### config.mk
export PLATFORM = sky130hd
export DESIGN_NAME = spec_shadow_matrix
export DESIGN_NICKNAME = d
export VERILOG_FILES = /design/src/rtl/shadow_pkg.sv /design/src/rtl/shadow_pred_decode.sv /design/src/rtl/shadow_resolve.sv /design/src/rtl/shadow_column.sv /design/src/rtl/spec_shadow_matrix.sv
export SDC_FILE = /design/constraint.sdc
export NUM_CORES = 1
export LEC_CHECK = 0
export BUFFER_PORTS_ARGS = -buffer_cell sky130_fd_sc_hd__buf_2
export CORE_MARGIN = 10
export CORE_UTILIZATION = 48
export DETAILED_ROUTE_END_ITERATION = 16
export PLACE_DENSITY = 0.69
export SYNTH_ARGS = -nofsm -noshare
export SYNTH_HDL_FRONTEND = slang
export SYNTH_SLANG_ARGS = --single-unit
### constraint.sdc
create_clock -name clk -period 3.36 [get_ports clk]
set_input_delay 0.336 -clock clk [delete_from_list [all_inputs] [get_ports clk]]
set_output_delay 0.336 -clock clk [all_outputs]
set_load 0.01 [all_outputs]
### src/rtl/shadow_pkg.sv
// Shared helpers for the speculation shadow matrix.
// Assumes sources are packed as branch, then exception, then predicate element.
package shadow_pkg;
    // Total number of shadow sources for a given mix of producers.
    function automatic int src_total(input int nb, input int ne, input int np);
        return nb + ne + np;
    endfunction

    // Index of the first exception source.
    function automatic int exc_base(input int nb);
        return nb;
    endfunction

    // Index of the first predicate element source.
    function automatic int pel_base(input int nb, input int ne);
        return nb + ne;
    endfunction
endpackage

### src/rtl/shadow_pred_decode.sv
// Turns a decoded predicate mask into per-element success and fail strobes.
// Assumes the mask is only meaningful while valid is high.
module shadow_pred_decode #(
    parameter int NUM_PEL = 4
) (
    input  logic               valid_i,
    input  logic [NUM_PEL-1:0] mask_i,
    output logic [NUM_PEL-1:0] ok_o,
    output logic [NUM_PEL-1:0] fail_o
);
    // A set bit releases its element, a clear bit kills it.
    always_comb begin
        ok_o   = valid_i ? mask_i  : '0;
        fail_o = valid_i ? ~mask_i : '0;
    end
endmodule

### src/rtl/shadow_resolve.sv
// Merges raw success and fail strobes into release and kill vectors.
// Fail takes priority over success, and a fence turns every source into a
// release with no kill.
module shadow_resolve #(
    parameter int NSRC = 8
) (
    input  logic            fence_i,
    input  logic [NSRC-1:0] ok_i,
    input  logic [NSRC-1:0] fail_i,
    output logic [NSRC-1:0] rel_o,
    output logic [NSRC-1:0] kill_o
);
    // Resolution per source; a fence suppresses kills.
    always_comb begin
        if (fence_i) begin
            rel_o  = '1;
            kill_o = '0;
        end else begin
            rel_o  = ok_i | fail_i;
            kill_o = fail_i;
        end
    end
endmodule

### src/rtl/shadow_column.sv
// One function unit's column of the shadow matrix: a hold bit per source,
// plus the registered kill pulse. Assumes the release and kill vectors are
// already resolved, so a kill is also a release.
module shadow_column #(
    parameter int NSRC = 8
) (
    input  logic            clk,
    input  logic            rst_n,
    input  logic            fence_i,
    input  logic [NSRC-1:0] set_i,
    input  logic [NSRC-1:0] rel_i,
    input  logic [NSRC-1:0] kill_i,
    output logic            wr_ok_o,
    output logic            die_o
);
    logic [NSRC-1:0] hold_q;
    logic            die_q;
    logic            hit;

    // The unit is killed if any failing source holds it.
    always_comb hit = |(hold_q & kill_i);

    // Hold bits and kill pulse update; kill clears the whole column.
    always_ff @(posedge clk) begin
        if (!rst_n || fence_i) begin
            hold_q <= '0;
            die_q  <= 1'b0;
        end else if (hit) begin
            hold_q <= '0;
            die_q  <= 1'b1;
        end else begin
            hold_q <= (hold_q | set_i) & ~rel_i;
            die_q  <= 1'b0;
        end
    end

    // Writeable only with no hold and no kill in progress.
    always_comb begin
        wr_ok_o = ~(|hold_q) & ~die_q;
        die_o   = die_q;
    end
endmodule

### src/rtl/spec_shadow_matrix.sv
// Speculation shadow matrix: sources by function units. Branch, exception and
// predicate element sources hold units; success releases, fail kills.
// Assumes issue logic names the sources an operation depends on at issue.
module spec_shadow_matrix #(
    parameter int NUM_FU  = 8,
    parameter int NUM_BR  = 2,
    parameter int NUM_EXC = 2,
    parameter int NUM_PEL = 4,
    localparam int NSRC   = shadow_pkg::src_total(NUM_BR, NUM_EXC, NUM_PEL),
    localparam int FUW    = (NUM_FU > 1) ? $clog2(NUM_FU) : 1
) (
    input  logic               clk,
    input  logic               rst_n,
    input  logic               fence_i,
    input  logic               issue_valid_i,
    input  logic [FUW-1:0]     issue_fu_i,
    input  logic [NSRC-1:0]    issue_shadow_i,
    input  logic [NUM_BR-1:0]  br_ok_i,
    input  logic [NUM_BR-1:0]  br_fail_i,
    input  logic [NUM_EXC-1:0] exc_ok_i,
    input  logic [NUM_EXC-1:0] exc_fail_i,
    input  logic               pred_valid_i,
    input  logic [NUM_PEL-1:0] pred_mask_i,
    output logic [NUM_FU-1:0]  wr_ok_o,
    output logic [NUM_FU-1:0]  die_o
);
    logic [NUM_PEL-1:0] pel_ok, pel_fail;
    logic [NSRC-1:0]    raw_ok, raw_fail, rel, kill;

    shadow_pred_decode #(.NUM_PEL(NUM_PEL)) u_pred (
        .valid_i (pred_valid_i),
        .mask_i  (pred_mask_i),
        .ok_o    (pel_ok),
        .fail_o  (pel_fail)
    );

    // Pack sources as branch, exception, predicate element (low to high).
    always_comb begin
        raw_ok   = {pel_ok,   exc_ok_i,   br_ok_i};
        raw_fail = {pel_fail, exc_fail_i, br_fail_i};
    end

    shadow_resolve #(.NSRC(NSRC)) u_res (
        .fence_i (fence_i),
        .ok_i    (raw_ok),
        .fail_i  (raw_fail),
        .rel_o   (rel),
        .kill_o  (kill)
    );

    for (genvar f = 0; f < NUM_FU; f++) begin : g_col
        logic [NSRC-1:0] set_f;

        // Issue bits reach only the addressed unit's column.
        always_comb set_f = (issue_valid_i && (issue_fu_i == FUW'(f))) ? issue_shadow_i : '0;

        shadow_column #(.NSRC(NSRC)) u_col (
            .clk     (clk),
            .rst_n   (rst_n),
            .fence_i (fence_i),
            .set_i   (set_f),
            .rel_i   (rel),
            .kill_i  (kill),
            .wr_ok_o (wr_ok_o[f]),
            .die_o   (die_o[f])
        );
    end
endmodule

==> flow_summary.json <==
{
  "status": "finished, final reports clean",
  "grt_antenna_before_repair": 0,
  "power.density_nw_per_um2": 543,
  "wirelength_microns": 9610,
  "worstHoldPathType": "input port to flop",
  "synth_flop_cell": "dfxtp_1",
  "setup_tns_ns": 0,
  "cp.required_ns": 3.02,
  "tightest_slew_ns": 0.733,
  "cts.sinks": 72,
  "ctsHtreeMaxLevel": 3,
  "final_max_slew_viol_count": 0,
  "drtPass1Iterations": 5,
  "max-slew-margin-rel_pct": 51.0,
  "ir_drop_v": 0.000288,
  "overflow": 0,
  "finalHoldViolations": 0,
  "fin_area_sq_um": 3560,
  "synthesis.area_sq_um": 3180,
  "grt_pass1_vias": 2862,
  "crit_type": "flop to output pin",
  "maxCapViolations": 0,
  "cts_tree": "built",
  "synthTopCellsByArea": "dfxtp_1 (45%), a21oi_1 (10%), nor4_1 (9.4%)",
  "portBuffers": 43,
  "leakagePower_uw": 0.00143,
  "synth_commonest_cells": "dfxtp_1 (72), a21oi_1 (64), nor4_1 (48)",
  "grt_max_degree": 13,
  "drtIter0Drc": 327,
  "die_w_microns": 101,
  "syn_inst": 367,
  "die_h_microns": 101,
  "hold_buffers": 0,
  "post_cts_buffers": 0,
  "place_ws_ns": 1.67,
  "finClkSkew_ns": 0.00665,
  "yosysWarnings": 0,
  "grt_usage_pct": 18.7,
  "ant_nets": 0,
  "drc": 0,
  "avgRoutedWirePerCell_microns": 20.7,
  "diodes": 0,
  "areaGrowthSynthToFinish_pct": 11.9,
  "crit_arrival_ns": 1.46,
  "min_period_ns": 1.80,
  "row_count": 29,
  "hpwl_microns": 6320,
  "dp_cells": 449,
  "synth_edf_count": 0,
  "die-area_sq_um": 10300,
  "cts.path.max_buffers": 2,
  "gp_routability_congestion": 0.870,
  "cts_buffers": 9,
  "start_util_pct": 49.8,
  "use_met2_pct": 28.8,
  "grt_pass1_wl_microns": 15000,
  "num-nets-final": 411,
  "synth_top_area_cell": "dfxtp_1",
  "clock_latency_ns": 0.34,
  "ys_types": 23,
  "placed_area_sq_um": 3280,
  "max_freq_ghz": 0.555,
  "top_usage_layer": "met2",
  "routed_via_density": 6.42,
  "synth_seq_cells": 72,
  "cts-resized-gates": 0,
  "rsz0062_at_grt": "false",
  "finalNonFillerCells": 465,
  "worstPathMaxFanout": 3,
  "synth.top_cell.area_share_pct": 45.3,
  "syn_nets": 395,
  "root_buffer": "clkbuf_8",
  "postSynth.asyncResetShare_pct": 0,
  "io-pin-count": 44,
  "drive_above_1_share_pct": 16.5,
  "setup_viol": 0,
  "met1_usage_pct": 24.4,
  "synth.avg_cell_area_sq_um": 8.67,
  "clkTransAtPathRegs_ns": 0.08,
  "worstSetupStartpointType": "flop",
  "grt.met3_usage_pct": 4.70,
  "core-area_sq_um": 6390,
  "synth.most_common_cell": "dfxtp_1",
  "worst_slack_ns": 1.56,
  "via_count": 2984,
  "worstSetupEndpointType": "output pin",
  "min_period_over_period_pct": 53.6,
  "ys_seq_area_share_pct": 45.3
}
[layer usage]
layer	wire length [microns]	vias up
met5	0	-
met4	263	0
met3	1110	24
met2	4310	200
met1	3920	1391
li1	-	1369
[layout make-up]
cell class / instances / area [sq um]
fill: 577 / 2830
multi-input combinational: 254 / 1500
sequential: 72 / 1440
timing repair buffer: 46 / 238
clock inverter: 6 / 155
clock buffer: 10 / 128
tap: 77 / 96.3
[critical path, cell delays in order (launching register included)]
cell,delay (ns)
dfxtp_1,0.33
nor4_1,0.26
nand2_1,0.09
nor4_1,0.24
buf_2,0.20
[cells in the final DEF, fill, tap and decap left out]
cell type	count
buf_2	43
clkinv_2	1
nor4b_2	1
buf_4	3
nor3b_2	1
and4b_1	3
or3_1	4
nor4bb_1	3
a22oi_1	16
nor2b_1	29
o21ba_1	8
clkbuf_1	1
o41a_1	8
nand3_1	8
and4_1	1
nand2_1	16
a21oi_1	64
clkbuf_8	9
and2b_1	3
nor4_1	48
bufinv_16	5
dfxtp_1	72
nand2b_4	1
nor2_1	40
[registers in the layout, summed over array words and instances, names as in the netlist]
signal and flops:
g_col.u_col.die_o 8, g_col.u_col.hold_q 64
[path summary, 6_finish.rpt]
check                                 from                        to  slack (ns)  cells after the start
setup / recovery  g_col[3].u_col.hold_q[1]                wr_ok_o[3]        1.56                      4
hold / removal           issue_shadow_i[4]  g_col[0].u_col.hold_q[4]        0.40                      3
setup reg to reg  g_col[1].u_col.hold_q[6]  g_col[1].u_col.hold_q[0]        1.99                      3
hold reg to reg   g_col[0].u_col.hold_q[6]  g_col[0].u_col.hold_q[6]        0.49                      2
[report_power, final]
group | switching [uW] | leakage, uW | internal [uW]
Clock | 325 | 0.000140 | 643
Sequential | 1.93 | 0.000580 | 855
Combinational | 77.4 | 0.000706 | 32.1
[cells by family (layout without fill, tap and decap cells)]
kind of cell           after synthesis  count (layout)  synth area share (%)
DFF                                 72              72                  45.3
buffers and inverters               41              62                  7.51
and+or+nand+nor                    158             158                  28.0
AOI/OAI and AO/OA                   96              96                  19.2
[stage by stage]
step	total power, uW	utilization [%]	hold slack [ns]
after CTS	1940	55.7	0.398
after global routing	1990	55.7	0.401
after global placement	983	51.3	0.467
after floorplan	936	-	0.451
final	1930	55.7	0.404
after detailed placement	983	51.3	0.477
(Power assumes the default switching activity.)
